File: config.mk
export PLATFORM = sky130hd
export DESIGN_NAME = pgpol_adapt
export DESIGN_NICKNAME = d
export VERILOG_FILES = /design/src/rtl/pgpol_pkg.sv /design/src/rtl/pgpol_rate_div.sv /design/src/rtl/pgpol_outcome_acc.sv /design/src/rtl/pgpol_mistake_cnt.sv /design/src/rtl/pgpol_hyst_sel.sv /design/src/rtl/pgpol_adapt.sv
export SDC_FILE = /design/constraint.sdc
export NUM_CORES = 1
export LEC_CHECK = 0
export ABC_AREA = 1
export BUFFER_PORTS_ARGS = -buffer_cell sky130_fd_sc_hd__buf_2
export CAP_MARGIN = 20
export CORE_MARGIN = 1
export CORE_UTILIZATION = 48
export CTS_CLUSTER_DIAMETER = 40
export DETAILED_ROUTE_END_ITERATION = 16
export PLACE_DENSITY = 0.74
export SLEW_MARGIN = 20
export SYNTH_ARGS = -nofsm -noshare
export SYNTH_HDL_FRONTEND = slang
export SYNTH_SLANG_ARGS = --single-unit
File: constraint.sdc
create_clock -name clk -period 10.81 [get_ports clk]
set_clock_uncertainty 0.1 [all_clocks]
set_input_delay 0.5405 -clock clk [delete_from_list [all_inputs] [get_ports clk]]
set_output_delay 0.5405 -clock clk [all_outputs]
set_load 0.05 [all_outputs]
File: src/rtl/pgpol_pkg.sv
`timescale 1ns/1ps
package pgpol_pkg;

  typedef enum logic {
    ALG_KEEP_OPEN = 1'b0,
    ALG_AGGR_CLOSE = 1'b1
  } alg_e;

  // Bit positions of the outcome vector
  localparam int OUT_MISS_AVOIDED = 0;
  localparam int OUT_HIT_GAINED   = 1;
  localparam int OUT_MISS_CAUSED  = 2;
  localparam int OUT_HIT_LOST     = 3;
  localparam int N_OUT            = 4;

  // Score weight of each outcome kind (good outcomes weigh nothing)
  function automatic int outcome_weight(input int kind);
    case (kind)
      OUT_MISS_CAUSED: return 1;
      OUT_HIT_LOST:    return -1;
      default:         return 0;
    endcase
  endfunction

  function automatic int outcome_delta(input logic [N_OUT-1:0] ev);
    int d;
    d = 0;
    for (int k = 0; k < N_OUT; k++) begin
      if (ev[k]) d += outcome_weight(k);
    end
    return d;
  endfunction

  function automatic int sat_add(input int v, input int d, input int lo, input int hi);
    int s;
    s = v + d;
    if (s > hi) return hi;
    if (s < lo) return lo;
    return s;
  endfunction

endpackage

File: src/rtl/pgpol_rate_div.sv
`timescale 1ns/1ps
module pgpol_rate_div #(
  parameter int RATE_W = 8
) (
  input  logic              clk,
  input  logic              rst,
  input  logic [RATE_W-1:0] rate_i,
  output logic              tick_o
);
  logic [RATE_W-1:0] div_q;

  assign tick_o = (div_q == rate_i);

  always_ff @(posedge clk) begin
    if (rst)         div_q <= '0;
    else if (tick_o) div_q <= '0;
    else             div_q <= div_q + 1'b1;
  end
endmodule

File: src/rtl/pgpol_outcome_acc.sv
`timescale 1ns/1ps
module pgpol_outcome_acc
  import pgpol_pkg::*;
#(
  parameter int ACC_W = 8
) (
  input  logic             clk,
  input  logic             rst,
  input  logic             tick_i,
  input  logic [N_OUT-1:0] ev_i,
  output logic             net_up_o,
  output logic             net_dn_o
);
  localparam int LIM = 2**(ACC_W-1) - 1;

  logic signed [ACC_W-1:0] acc_q;
  int sum_i;

  always_comb begin
    sum_i = sat_add(int'(acc_q), outcome_delta(ev_i), -LIM, LIM);
  end

  assign net_up_o = (sum_i > 0);
  assign net_dn_o = (sum_i < 0);

  always_ff @(posedge clk) begin
    if (rst)         acc_q <= '0;
    else if (tick_i) acc_q <= '0;
    else             acc_q <= ACC_W'(sum_i);
  end
endmodule

File: src/rtl/pgpol_mistake_cnt.sv
`timescale 1ns/1ps
module pgpol_mistake_cnt
  import pgpol_pkg::*;
#(
  parameter int CNT_W = 13
) (
  input  logic             clk,
  input  logic             rst,
  input  logic [CNT_W-1:0] init_i,
  input  logic             step_up_i,
  input  logic             step_dn_i,
  output logic [CNT_W-1:0] cnt_o,
  output logic [CNT_W-1:0] cnt_d_o
);
  localparam int MAXV = 2**CNT_W - 1;

  logic [CNT_W-1:0] cnt_q;
  int step;

  always_comb begin
    step = 0;
    if (step_up_i)      step = 1;
    else if (step_dn_i) step = -1;
    cnt_d_o = CNT_W'(sat_add(int'(cnt_q), step, 0, MAXV));
  end

  always_ff @(posedge clk) begin
    if (rst) cnt_q <= init_i;
    else     cnt_q <= cnt_d_o;
  end

  assign cnt_o = cnt_q;
endmodule

File: src/rtl/pgpol_hyst_sel.sv
`timescale 1ns/1ps
module pgpol_hyst_sel
  import pgpol_pkg::*;
#(
  parameter int CNT_W = 13
) (
  input  logic             clk,
  input  logic             rst,
  input  logic             step_up_i,
  input  logic             step_dn_i,
  input  logic [CNT_W-1:0] cnt_d_i,
  input  logic [CNT_W-1:0] hi_i,
  input  logic [CNT_W-1:0] lo_i,
  output alg_e             alg_o
);
  alg_e alg_q, alg_d;

  always_comb begin
    alg_d = alg_q;
    if (step_up_i && (cnt_d_i > hi_i))      alg_d = ALG_AGGR_CLOSE;
    else if (step_dn_i && (cnt_d_i < lo_i)) alg_d = ALG_KEEP_OPEN;
  end

  always_ff @(posedge clk) begin
    if (rst) alg_q <= ALG_KEEP_OPEN;
    else     alg_q <= alg_d;
  end

  assign alg_o = alg_q;
endmodule

File: src/rtl/pgpol_adapt.sv
`timescale 1ns/1ps
module pgpol_adapt
  import pgpol_pkg::*;
#(
  parameter int CNT_W  = 13,
  parameter int VIS_W  = 9,
  parameter int RATE_W = 8,
  parameter int ACC_W  = 8
) (
  input  logic              clk,
  input  logic              rst,
  input  logic              ev_miss_avoided_i,
  input  logic              ev_hit_gained_i,
  input  logic              ev_miss_caused_i,
  input  logic              ev_hit_lost_i,
  input  logic [CNT_W-1:0]  cfg_hi_thr_i,
  input  logic [CNT_W-1:0]  cfg_lo_thr_i,
  input  logic [CNT_W-1:0]  cfg_init_i,
  input  logic [RATE_W-1:0] cfg_rate_i,
  output logic              alg_aggr_o,
  output logic [CNT_W-1:0]  cnt_o,
  output logic [VIS_W-1:0]  cnt_vis_o
);
  // Named internal events, exposed for the checker
  logic             upd_tick;
  logic             net_up, net_dn;
  logic             step_up, step_dn;
  logic [CNT_W-1:0] cnt_q, cnt_d;
  logic [N_OUT-1:0] ev_vec;
  alg_e             alg_q;

  always_comb begin
    ev_vec = '0;
    ev_vec[OUT_MISS_AVOIDED] = ev_miss_avoided_i;
    ev_vec[OUT_HIT_GAINED]   = ev_hit_gained_i;
    ev_vec[OUT_MISS_CAUSED]  = ev_miss_caused_i;
    ev_vec[OUT_HIT_LOST]     = ev_hit_lost_i;
  end

  pgpol_rate_div #(.RATE_W(RATE_W)) div_i (
    .clk(clk), .rst(rst), .rate_i(cfg_rate_i), .tick_o(upd_tick)
  );

  pgpol_outcome_acc #(.ACC_W(ACC_W)) acc_i (
    .clk(clk), .rst(rst), .tick_i(upd_tick), .ev_i(ev_vec),
    .net_up_o(net_up), .net_dn_o(net_dn)
  );

  assign step_up = upd_tick & net_up;
  assign step_dn = upd_tick & net_dn;

  pgpol_mistake_cnt #(.CNT_W(CNT_W)) cnt_i (
    .clk(clk), .rst(rst), .init_i(cfg_init_i),
    .step_up_i(step_up), .step_dn_i(step_dn),
    .cnt_o(cnt_q), .cnt_d_o(cnt_d)
  );

  pgpol_hyst_sel #(.CNT_W(CNT_W)) sel_i (
    .clk(clk), .rst(rst), .step_up_i(step_up), .step_dn_i(step_dn),
    .cnt_d_i(cnt_d), .hi_i(cfg_hi_thr_i), .lo_i(cfg_lo_thr_i),
    .alg_o(alg_q)
  );

  assign alg_aggr_o = (alg_q == ALG_AGGR_CLOSE);
  assign cnt_o      = cnt_q;
  assign cnt_vis_o  = cnt_q[CNT_W-1 -: VIS_W];
endmodule

==> qor.yml, run 1 <==
grt:
  grt.total_usage: 0.231
  grt_pass1_vias: 3327
  grt.busiest_layer: "met2"
  gr-usage-met2: 0.414
  grt_remaining_overflow: 0
  grt_use_met1: 0.292
  grt_pass1_wl_um: 14500
  antenna_found_initial: 0
  met3_usage: 0.0342
  grt_max_degree: 21
clock_tree:
  numClockSinks: 30
  clockBufferDepth: 2
  cts_resized: 0
  path_clk_slew_ns: 0.07
  cts.hold.buffers_added: 0
  clk_latency_ns: 0.29
  cts-root-buf: "clkbuf_8"
  htreeDepth: 2
  postCtsSetupRepairBufs: 0
  cts_buffers: 5
  cts_tree: "built"
sta:
  maxSlewHeadroom: 0.551
  finalSetupTns_ns: 0
  fmax_mhz: 107
  final-hold-violation-count: 0
  setup-violations-final: 0
  tightest_slew_ns: 0.674
  hold_ws_ns: 0.339
  period_share: 0.864
  drv_slew: 0
  setup_ws_ns: 1.47
  rsz0062_at_grt: "no"
  min_period_ns: 9.34
hold_path:
  min-delay-path-class: "input pin to flop"
finish:
  insertedDiodeCount: 0
  fin_cells: 702
  drive_above_1_share: 0.209
  syn_to_final_growth_pct: 12.2
  final_nets: 713
yosys:
  syn_inst: 541
  yosysMostFrequentCell: "nand2_1"
  synth_nets: 652
  syn_area_um2: 3640
  synth.top_cell.area_share: 0.196
  synth_top_area_cell: "ha_1"
  yosys_most_used_dff: "dfxtp_1"
  ys_ff_latch: 30
  synth_common_cells: "nand2_1, inv_1, ha_1, nor2_1, a21oi_1"
  ys_warn_count: 0
  synth.distinct_cells: 42
  avgSynthCellArea_um2: 6.74
  synthTopCellsByArea: "ha_1, dfxtp_1, nand2_1"
  synth-edff-count: 0
  synthArstFlopShare: 0
  yosysSeqAreaShare: 0.165
worst_setup_path:
  cp_common_cell: "nand2_1"
  cp-start-kind: "input pin"
  worst-path-max-fanout: 14
  endpoint_kind: "flop"
  cp.required_ns: 10.93
  cpPeakStageDelay_ns: 0.60
  criticalPathCategory: "input pin to flop"
  arrival_ns: 9.46
  crit_slowest_cell: "ha_1"
place:
  dp_hpwl_um: 6950
  dp_cells: 694
  place_ws_ns: 1.25
  portBuffers: 73
  place_congestion: 0.888
route:
  wl_um: 8390
  drc: 0
  wl_per_cell_um: 12.0
  firstDrtPassIters: 5
  vias_per_cell: 5.04
  vias: 3540
  drt_iter0_drc: 141
  antenna_left: 0
die:
  rows: 31
  coreArea_um2: 7290
  ioPinCount: 76
  die-area_um2: 7950
  start_util: 0.500
  die_w_um: 89.1
  fp.dieH_um: 89.1
pwr:
  p_leak_uw: 0.00229
  powerDensity_nw_per_um2: 103
  ir_drop_v: 0.0000943
outcome:
  status: "finished clean"
run:
  maxCapViolCount: 0
[registers in the layout, indices dropped and copies added (netlist names)]
name         cells
acc_i.acc_q      8
div_i.div_q      8
sel_i.alg_o      1
cnt_i.cnt_o     13
[report_power, final]
group          switching [uW]  internal [uW]
logic                     126           66.9
clock network            48.9           51.2
registers                8.13            120
total                     183            239
[critical path, delay by kind of cell]
family          cells  cell delay (ns)
simple gates       24             3.09
fa+ha+maj           7             2.41
xor+xnor            1             0.28
compound gates     13             2.14
buf+inv             8             1.00
[cells by family (layout without fill, tap and decap cells)]
| kind of cell | after synthesis | in the layout | synth area share |
|---|---|---|---|
| DFF | 30 | 30 | 0.165 |
| xor gates and xnor gates | 32 | 32 | 0.0769 |
| AOI/OAI and AO/OA | 69 | 69 | 0.115 |
| and+or+nand+nor | 256 | 256 | 0.325 |
| buffers and inverters | 96 | 158 | 0.117 |
| adders and majority gates | 58 | 58 | 0.201 |
[metal layers]
metal / up-vias / part of all wire / wire (um)
met3: 7 / 0.044 / 371
met4: 0 / 0.0091 / 76
met2: 80 / 0.49 / 4130
met1: 1590 / 0.46 / 3820
li1: 1863 / - / -
met5: - / 0 / 0
[cell type report]
class | count | area [um2]
flip-flops and latches | 30 | 601
repair buffers | 73 | 365
multi-input cells | 415 | 2620
well taps | 99 | 124
fillers | 727 | 3200
clock buffers | 6 | 82.6
clock inverters | 2 | 12.5
inverters | 77 | 289
[placed cells by master, fill, tap and decap left out, types with 2 or more instances in the layout]
| cell type | count |
|---|---|
| nand3_2 | 5 |
| o21ai_2 | 10 |
| dfxtp_1 | 30 |
| nor2_1 | 46 |
| xnor2_1 | 18 |
| a211oi_1 | 3 |
| nand4_1 | 10 |
| inv_1 | 77 |
| nand2_4 | 3 |
| nand2_1 | 135 |
| nand3_1 | 13 |
| or2_2 | 7 |
| nor2_4 | 3 |
| o21ai_0 | 15 |
| nor2_2 | 8 |
| a21oi_1 | 32 |
| ha_1 | 57 |
| buf_2 | 73 |
| clkbuf_8 | 6 |
| nor4_1 | 3 |
| nand2_2 | 6 |
| nor3b_1 | 2 |
| nor3_1 | 10 |
| xor2_1 | 14 |
[stage by stage]
step	instance area, um2	total power (uW)	util
4_1_cts	4090	422	0.561
5_1_grt	4090	454	0.561
2_1_floorplan	3640	284	-
6_report	4090	421	0.561
3_3_place_gp	4000	319	0.548
3_5_place_dp	4000	323	0.548
[final timing paths]
kind,startpoint,endpoint,slack (ns),cells past startpoint
setup / recovery,ev_miss_caused_i,sel_i.alg_o$_SDFFE_PP0P_,1.47,53
setup reg to reg,acc_i.acc_q[6]$_SDFF_PP0_,sel_i.alg_o$_SDFFE_PP0P_,2.27,48
hold reg to reg,sel_i.alg_o$_SDFFE_PP0P_,sel_i.alg_o$_SDFFE_PP0P_,0.39,2
hold / removal,cfg_init_i[2],cnt_i.cnt_o[2]$_DFF_P_,0.34,3
No activity file was read; power rests on OpenSTA's default activity.
==> run 2, diff against run 1 <==
--- a/config.mk
+++ b/config.mk
@@ -12,7 +12,7 @@
 export CORE_UTILIZATION = 48
 export CTS_CLUSTER_DIAMETER = 40
 export DETAILED_ROUTE_END_ITERATION = 16
-export PLACE_DENSITY = 0.74
+export PLACE_DENSITY = 0.71
 export SLEW_MARGIN = 20
 export SYNTH_ARGS = -nofsm -noshare
 export SYNTH_HDL_FRONTEND = slang
==> constraint.sdc (replaced) <==
create_clock -name clk -period 10.81 [get_ports clk]
set_clock_uncertainty 0.1 [all_clocks]
set_input_delay 0.5405 -clock clk [delete_from_list [all_inputs] [get_ports clk]]
set_output_delay 0.5405 -clock clk [all_outputs]
set_load 0.1 [all_outputs]
==> run 2 against run 1 <==
  * Combinational power is 15% higher
  * Utilization did not move
  * Critical path depth unchanged
  * Register-to-register slack better by 0.12 ns
  * Highest routed layer unchanged
  * Clock power about the same
  * Worst setup slack better by 0.095 ns
  * Critical path type unchanged
  * Critical endpoint unchanged
  * Via count increased by 0.14%
==> qor.yml, run 2 (synthesized netlist as in run 1, its figures left out) <==
outcome:
  status: "finished clean"  # unchanged
grt:
  grt_remaining_overflow: 0  # unchanged
  grt_pass1_vias: 3415  # was 3,327
  grt_max_degree: 21  # unchanged
  antenna_found_initial: 0  # unchanged
  grt.total_usage: 0.226  # was 0.231
  grt_pass1_wl_um: 14200  # was 14,500 um
die:
  die_w_um: 89.1  # unchanged
  rows: 31  # unchanged
  start_util: 0.500  # unchanged
  ioPinCount: 76  # unchanged
  coreArea_um2: 7290  # unchanged
  die-area_um2: 7950  # unchanged
  fp.dieH_um: 89.1  # unchanged
route:
  vias_per_cell: 5.05  # was 5.04
  drc: 0  # unchanged
  firstDrtPassIters: 4  # was 5
  vias: 3545  # was 3,540
  antenna_left: 0  # unchanged
  drt_iter0_drc: 132  # was 141
  wl_um: 8230  # was 8390 um
  wl_per_cell_um: 11.7  # was 12.0 um
run:
  maxCapViolCount: 0  # unchanged
finish:
  fin_cells: 702  # unchanged
  n_fill_cell: 718  # was 727
  multi_input_area_um2: 2620  # unchanged
  drive_above_1_share: 0.209  # unchanged
  final_common_cell: "nand2_1"  # unchanged
  seq_area_um2: 601  # unchanged
  layout_common_cells: "nand2_1, inv_1, buf_2"  # unchanged
  insertedDiodeCount: 0  # unchanged
  fin_util: 0.561  # unchanged
  final_nets: 713  # unchanged
  syn_to_final_growth_pct: 12.2  # unchanged
  largest_reg_flops: 13  # unchanged
sta:
  rsz0062_at_grt: "no"  # unchanged
  drv_slew: 0  # unchanged
  period_share: 0.855  # was 0.864
  min_period_ns: 9.24  # was 9.34 ns
  tightest_slew_ns: 0.699  # was 0.674 ns
  final-hold-violation-count: 0  # unchanged
  setup-violations-final: 0  # unchanged
  fmax_mhz: 108  # was 107 MHz
  maxSlewHeadroom: 0.534  # was 0.551
  finalSetupTns_ns: 0  # unchanged
  hold_ws_ns: 0.340  # was 0.339 ns
pwr:
  ir_drop_v: 0.0000748  # was 0.0000943 V
  power_frac_seq: 0.287  # was 0.305
  p_total_uw: 449  # was 421 uW
  pwr-share-comb: 0.495  # was 0.457
  internal_power_uw: 239  # about the same
  p_sw_uw: 210  # was 183 uW
  p_sw_frac: 0.468  # was 0.434
  p_leak_uw: 0.00229  # unchanged
  clockPowerShare: 0.218  # was 0.238
  powerDensity_nw_per_um2: 110  # was 103 nW/um2
hold_path:
  hp-start: "cfg_init_i[8]"  # was cfg_init_i[2]
  worstHoldEndpoint: "cnt_i.cnt_o[8]$_DFF_P_"  # was cnt_i.cnt_o[2]$_DFF_P_
  min-delay-path-class: "input pin to flop"  # unchanged
  hold_depth: 3  # unchanged
worst_setup_path:
  cp.required_ns: 10.94  # was 10.93 ns
  crit_slowest_cell: "ha_1"  # unchanged
  r2r_cells: 48  # unchanged
  endpoint_kind: "flop"  # unchanged
  worst-path-max-fanout: 14  # unchanged
  cpPeakStageDelay_ns: 0.61  # was 0.60 ns
  cp-start-kind: "input pin"  # unchanged
  arrival_ns: 9.37  # was 9.46 ns
  cp_common_cell: "nand2_1"  # unchanged
  critPathBufInv: 8  # unchanged
  ff2ff_setup_slack_ns: 2.39  # was 2.27 ns
  reg2reg_from: "acc_i.acc_q[6]$_SDFF_PP0_"  # unchanged
  reg2reg_to: "sel_i.alg_o$_SDFFE_PP0P_"  # unchanged
  criticalPathCategory: "input pin to flop"  # unchanged
  crit_family: "simple AND/OR/NAND/NOR gates"  # unchanged
clock_tree:
  htreeDepth: 2  # unchanged
  cts_buffers: 5  # unchanged
  cts-root-buf: "clkbuf_8"  # unchanged
  cts.hold.buffers_added: 0  # unchanged
  path_clk_slew_ns: 0.07  # about the same
  numClockSinks: 30  # unchanged
  clockBufferDepth: 2  # unchanged
  postCtsSetupRepairBufs: 0  # unchanged
  cts_tree: "built"  # unchanged
  cts_resized: 0  # unchanged
  clk_latency_ns: 0.29  # about the same
place:
  place_congestion: 0.833  # was 0.888
  dp_hpwl_um: 6840  # was 6950 um
  portBuffers: 73  # unchanged
  dp_cells: 694  # unchanged
==> run 2: cell counts in the layout (fill, tap and decap cells not counted) <==
Identical to the previous run, type by type.
==> run 2: area by class of cell <==
class | instances | share of cell area
timing repair buffer | 73 | 0.0893
sequential | 30 | 0.147
inverter | 77 | 0.0707
clock inverter | 2 | 0.00306
clock buffer | 6 | 0.0202
multi-input combinational | 415 | 0.640
tap | 99 | 0.0303
==> run 2: through the flow <==
step	setup WS [ns]	cell area, um2
2_1_floorplan	3.10	3640
3_3_place_gp	1.56	4000
3_5_place_dp	1.33	4000
4_1_cts	1.57	4090
5_1_grt	0.469	4090
6_report	1.57	4090
==> run 2: worst max path at each step <==
stage / start / to / slack [ns] / depth (start not counted)
finish: ev_miss_caused_i / sel_i.alg_o$_SDFFE_PP0P_ / 1.57 / 53
detailed placement: ev_miss_caused_i / sel_i.alg_o$_SDFFE_PP0P_ / 1.33 / 53
global route: ev_miss_caused_i / sel_i.alg_o$_SDFFE_PP0P_ / 0.47 / 53
floorplan: ev_miss_caused_i / sel_i.alg_o$_SDFFE_PP0P_ / 3.10 / 53
global placement: ev_miss_caused_i / sel_i.alg_o$_SDFFE_PP0P_ / 1.56 / 53
CTS: ev_miss_caused_i / sel_i.alg_o$_SDFFE_PP0P_ / 1.57 / 53
==> run 2: tightest hold or removal path: cells and delay by family <==
family                 cells  cell delay, ns
and+or+nand+nor            2            0.09
buffers and inverters      1            0.07
==> run 2: power groups by stage <==
stage	Combinational [uW]	Clock (uW)	Sequential, uW
floorplan	150	0	164
global placement	217	0	131
detailed placement	221	0	131
CTS	222	99.7	129
global route	246	106	130
finish	222	97.8	129
==> run 2: per-layer routing <==
metal	track usage	routed length, um	share of wire	up-vias
li1	-	-	-	1873
met1	0.276	3830	0.47	1570
met2	0.402	3920	0.48	84
met3	0.0342	305	0.037	18
met4	0.0779	167	0.020	0
met5	0	0	0	-
==> run 3, diff against run 2 <==
--- a/config.mk
+++ b/config.mk
@@ -5,10 +5,9 @@
 export SDC_FILE = /design/constraint.sdc
 export NUM_CORES = 1
 export LEC_CHECK = 0
-export ABC_AREA = 1
 export BUFFER_PORTS_ARGS = -buffer_cell sky130_fd_sc_hd__buf_2
 export CAP_MARGIN = 20
-export CORE_MARGIN = 1
+export CORE_MARGIN = 2
 export CORE_UTILIZATION = 48
 export CTS_CLUSTER_DIAMETER = 40
 export DETAILED_ROUTE_END_ITERATION = 16
==> run 3 against run 2 <==
  * Sequential share of layout area decreased by 0.24 points
  * Combinational power decreased by 5%
  * First-iteration DRC count shrank 1.5%
  * Fmax fell by 4.8%
  * Largest cell class unchanged
  * Largest power group unchanged
  * Highest routed layer unchanged
==> qor.yml, run 3 <==
route:
  drc: 0  # unchanged
  antenna_left: 0  # unchanged
  vias: 3624  # was 3,545
  drt_iter0_drc: 130  # was 132
  firstDrtPassIters: 5  # was 4
  vias_per_cell: 5.62  # was 5.05
  wl_um: 9070  # was 8230 um
  wl_per_cell_um: 14.1  # was 11.7 um
yosys:
  syn_inst: 485  # was 541
  synthArstFlopShare: 0  # unchanged
  synth_xor_area_frac: 0.0874  # was 0.0769
  synth_nets: 596  # was 652
  synth_top_family_by_area: "simple AND/OR/NAND/NOR gates"  # unchanged
  yosysSeqAreaShare: 0.162  # was 0.165
  ys_ff_latch: 30  # unchanged
  synth-edff-count: 0  # unchanged
  synth_top_area_cell: "ha_1"  # unchanged
  synthTopCellsByArea: "ha_1, dfxtp_1, nor2_1"  # was ha_1, dfxtp_1, nand2_1
  avgSynthCellArea_um2: 7.64  # was 6.74 um2
  yosysMostFrequentCell: "ha_1"  # was nand2_1
  yosys_most_used_dff: "dfxtp_1"  # unchanged
  synthMuxAreaShare: 0.00911  # was 0
  synth.distinct_cells: 66  # was 42
  synth.top_cell.area_share: 0.192  # was 0.196
  yosys.area_share.adder: 0.198  # was 0.201
  synth_common_cells: "ha_1, nor2_1, inv_1, nand2_1"  # was nand2_1, inv_1, ha_1, nor2_1, a21oi_1
  syn_area_um2: 3710  # was 3640 um2
  synth-compound-area-share: 0.212  # was 0.115
  synth-simple-area-share: 0.246  # was 0.325
  ys_warn_count: 0  # unchanged
finish:
  largest_reg_flops: 13  # unchanged
  layout_common_cells: "buf_2, ha_1, nor2_1"  # was nand2_1, inv_1, buf_2
  syn_to_final_growth_pct: 12.2  # about the same
  fin_cells: 645  # was 702
  final_nets: 653  # was 713
  n_fill_cell: 741  # was 718
  final_common_cell: "buf_2"  # was nand2_1
  drive_above_1_share: 0.197  # was 0.209
  insertedDiodeCount: 0  # unchanged
place:
  portBuffers: 73  # unchanged
  dp_hpwl_um: 7260  # was 6840 um
  place_congestion: 0.865  # was 0.833
  dp_cells: 637  # was 694
die:
  fp.dieH_um: 91.9  # was 89.1 um
  ioPinCount: 76  # unchanged
  coreArea_um2: 7610  # was 7290 um2
  die_w_um: 91.9  # was 89.1 um
  start_util: 0.487  # was 0.500
  die-area_um2: 8440  # was 7950 um2
  rows: 32  # was 31
clock_tree:
  cts_buffers: 5  # unchanged
  clk_latency_ns: 0.28  # was 0.29 ns
  cts.hold.buffers_added: 0  # unchanged
  path_clk_slew_ns: 0.07  # about the same
  clockBufferDepth: 2  # unchanged
  numClockSinks: 30  # unchanged
  cts_resized: 0  # unchanged
  cts-root-buf: "clkbuf_8"  # unchanged
  htreeDepth: 2  # unchanged
  postCtsSetupRepairBufs: 0  # unchanged
  cts_tree: "built"  # unchanged
grt:
  grt_remaining_overflow: 0  # unchanged
  grt_pass1_wl_um: 14900  # was 14,200 um
  grt.total_usage: 0.212  # was 0.226
  antenna_found_initial: 0  # unchanged
  grt_max_degree: 19  # was 21
  grt_pass1_vias: 3351  # was 3,415
worst_setup_path:
  crit_slowest_cell: "ha_1"  # unchanged
  cp.required_ns: 10.87  # was 10.94 ns
  cp_common_cell: "ha_1"  # was nand2_1
  worst-path-max-fanout: 15  # was 14
  cpPeakStageDelay_ns: 0.52  # was 0.61 ns
  criticalPathCategory: "input pin to flop"  # unchanged
  arrival_ns: 9.77  # was 9.37 ns
  endpoint_kind: "flop"  # unchanged
  cp-start-kind: "input pin"  # unchanged
sta:
  hold_ws_ns: 0.347  # was 0.340 ns
  tightest_slew_ns: 1.06  # was 0.699 ns
  period_share: 0.899  # was 0.855
  setup-violations-final: 0  # unchanged
  finalSetupTns_ns: 0  # unchanged
  min_period_ns: 9.71  # was 9.24 ns
  maxSlewHeadroom: 0.282  # was 0.534
  drv_slew: 0  # unchanged
  final-hold-violation-count: 0  # unchanged
  fmax_mhz: 103  # was 108 MHz
  rsz0062_at_grt: "no"  # unchanged
run:
  maxCapViolCount: 0  # unchanged
pwr:
  ir_drop_v: 0.0000887  # was 0.0000748 V
  p_leak_uw: 0.00203  # was 0.00229 uW
  powerDensity_nw_per_um2: 106  # was 110 nW/um2
outcome:
  status: "finished clean"  # unchanged
hold_path:
  min-delay-path-class: "input pin to flop"  # unchanged
run 3: changes by cell type in the layout (fill, tap and decap cells not counted), moves of 6 or more:
| cell | change |
|---|---|
| o22ai_1 | +8 |
| nor2b_1 | +6 |
| nand2_2 | -6 |
| o21ai_2 | -10 |
| a21o_1 | +6 |
| o21a_1 | +6 |
| nor3_2 | +8 |
| inv_1 | -35 |
| nand2b_1 | +11 |
| o21ai_1 | +10 |
| nor2_2 | -8 |
| nand2_1 | -101 |
| o21ai_0 | +8 |
run 3: layout make-up:
cell class | instances | area, um2 | area share
multi-input combinational | 387 | 2790 | 0.671
sequential | 30 | 601 | 0.144
inverter | 42 | 158 | 0.0379
clock buffer | 6 | 82.6 | 0.0199
clock inverter | 2 | 12.5 | 0.00301
tap | 102 | 128 | 0.0307
timing repair buffer | 76 | 388 | 0.0933
run 3: worst max-delay path: cells and delay by family:
kind            cells  cell delay, ns
xor+xnor            1            0.16
buf+inv             6            1.01
simple gates       11            2.16
compound gates     20            3.96
fa+ha+maj           7            1.93
run 3: logic make-up (layout without fill, tap and decap cells):
group                    count (synthesis)  count (layout)
buffers and inverters                   68             126
AND/OR/NAND/NOR                        170             170
adder cells (fa/ha/maj)                 58              58
XOR/XNOR                                37              37
flip-flops                              30              30
AO/OA/AOI/OAI                          119             119
multiplexers                             3               3
run 3: power breakdown:
group	internal (uW)	switching (uW)	total (uW)	leakage, uW
Combinational	69.1	142	211	0.00173
Clock	51.1	44.9	96.0	0.0000472
Sequential	120	14.1	134	0.000250
run 3: worst paths after layout:
path | startpoint | end | slack [ns] | cells past startpoint
setup reg to reg | acc_i.acc_q[4]$_SDFF_PP0_ | sel_i.alg_o$_SDFFE_PP0P_ | 1.66 | 42
hold / removal | cfg_init_i[11] | cnt_i.cnt_o[11]$_DFF_P_ | 0.35 | 3
hold reg to reg | div_i.div_q[0]$_SDFF_PP0_ | div_i.div_q[0]$_SDFF_PP0_ | 0.41 | 1
setup / recovery | ev_miss_caused_i | sel_i.alg_o$_SDFFE_PP0P_ | 1.10 | 45
run 3: stage by stage:
step	worst slack, ns	area (um2)	utilization	power, uW
finish	1.10	4160	0.547	441
global route	0.0823	4160	0.547	470
CTS	1.27	4160	0.547	442
detailed placement	1.00	4060	0.534	346
global placement	1.18	4060	0.534	341
floorplan	2.02	3710	-	307
run 3: layer usage:
| layer | wire, um | track usage | vias to the layer above | share of wire |
|---|---|---|---|---|
| li1 | - | - | 1841 | - |
| met1 | 4230 | 0.282 | 1664 | 0.47 |
| met2 | 4230 | 0.363 | 108 | 0.47 |
| met3 | 523 | 0.0370 | 11 | 0.058 |
| met4 | 91 | 0.0423 | 0 | 0.010 |
| met5 | 0 | 0 | - | 0 |
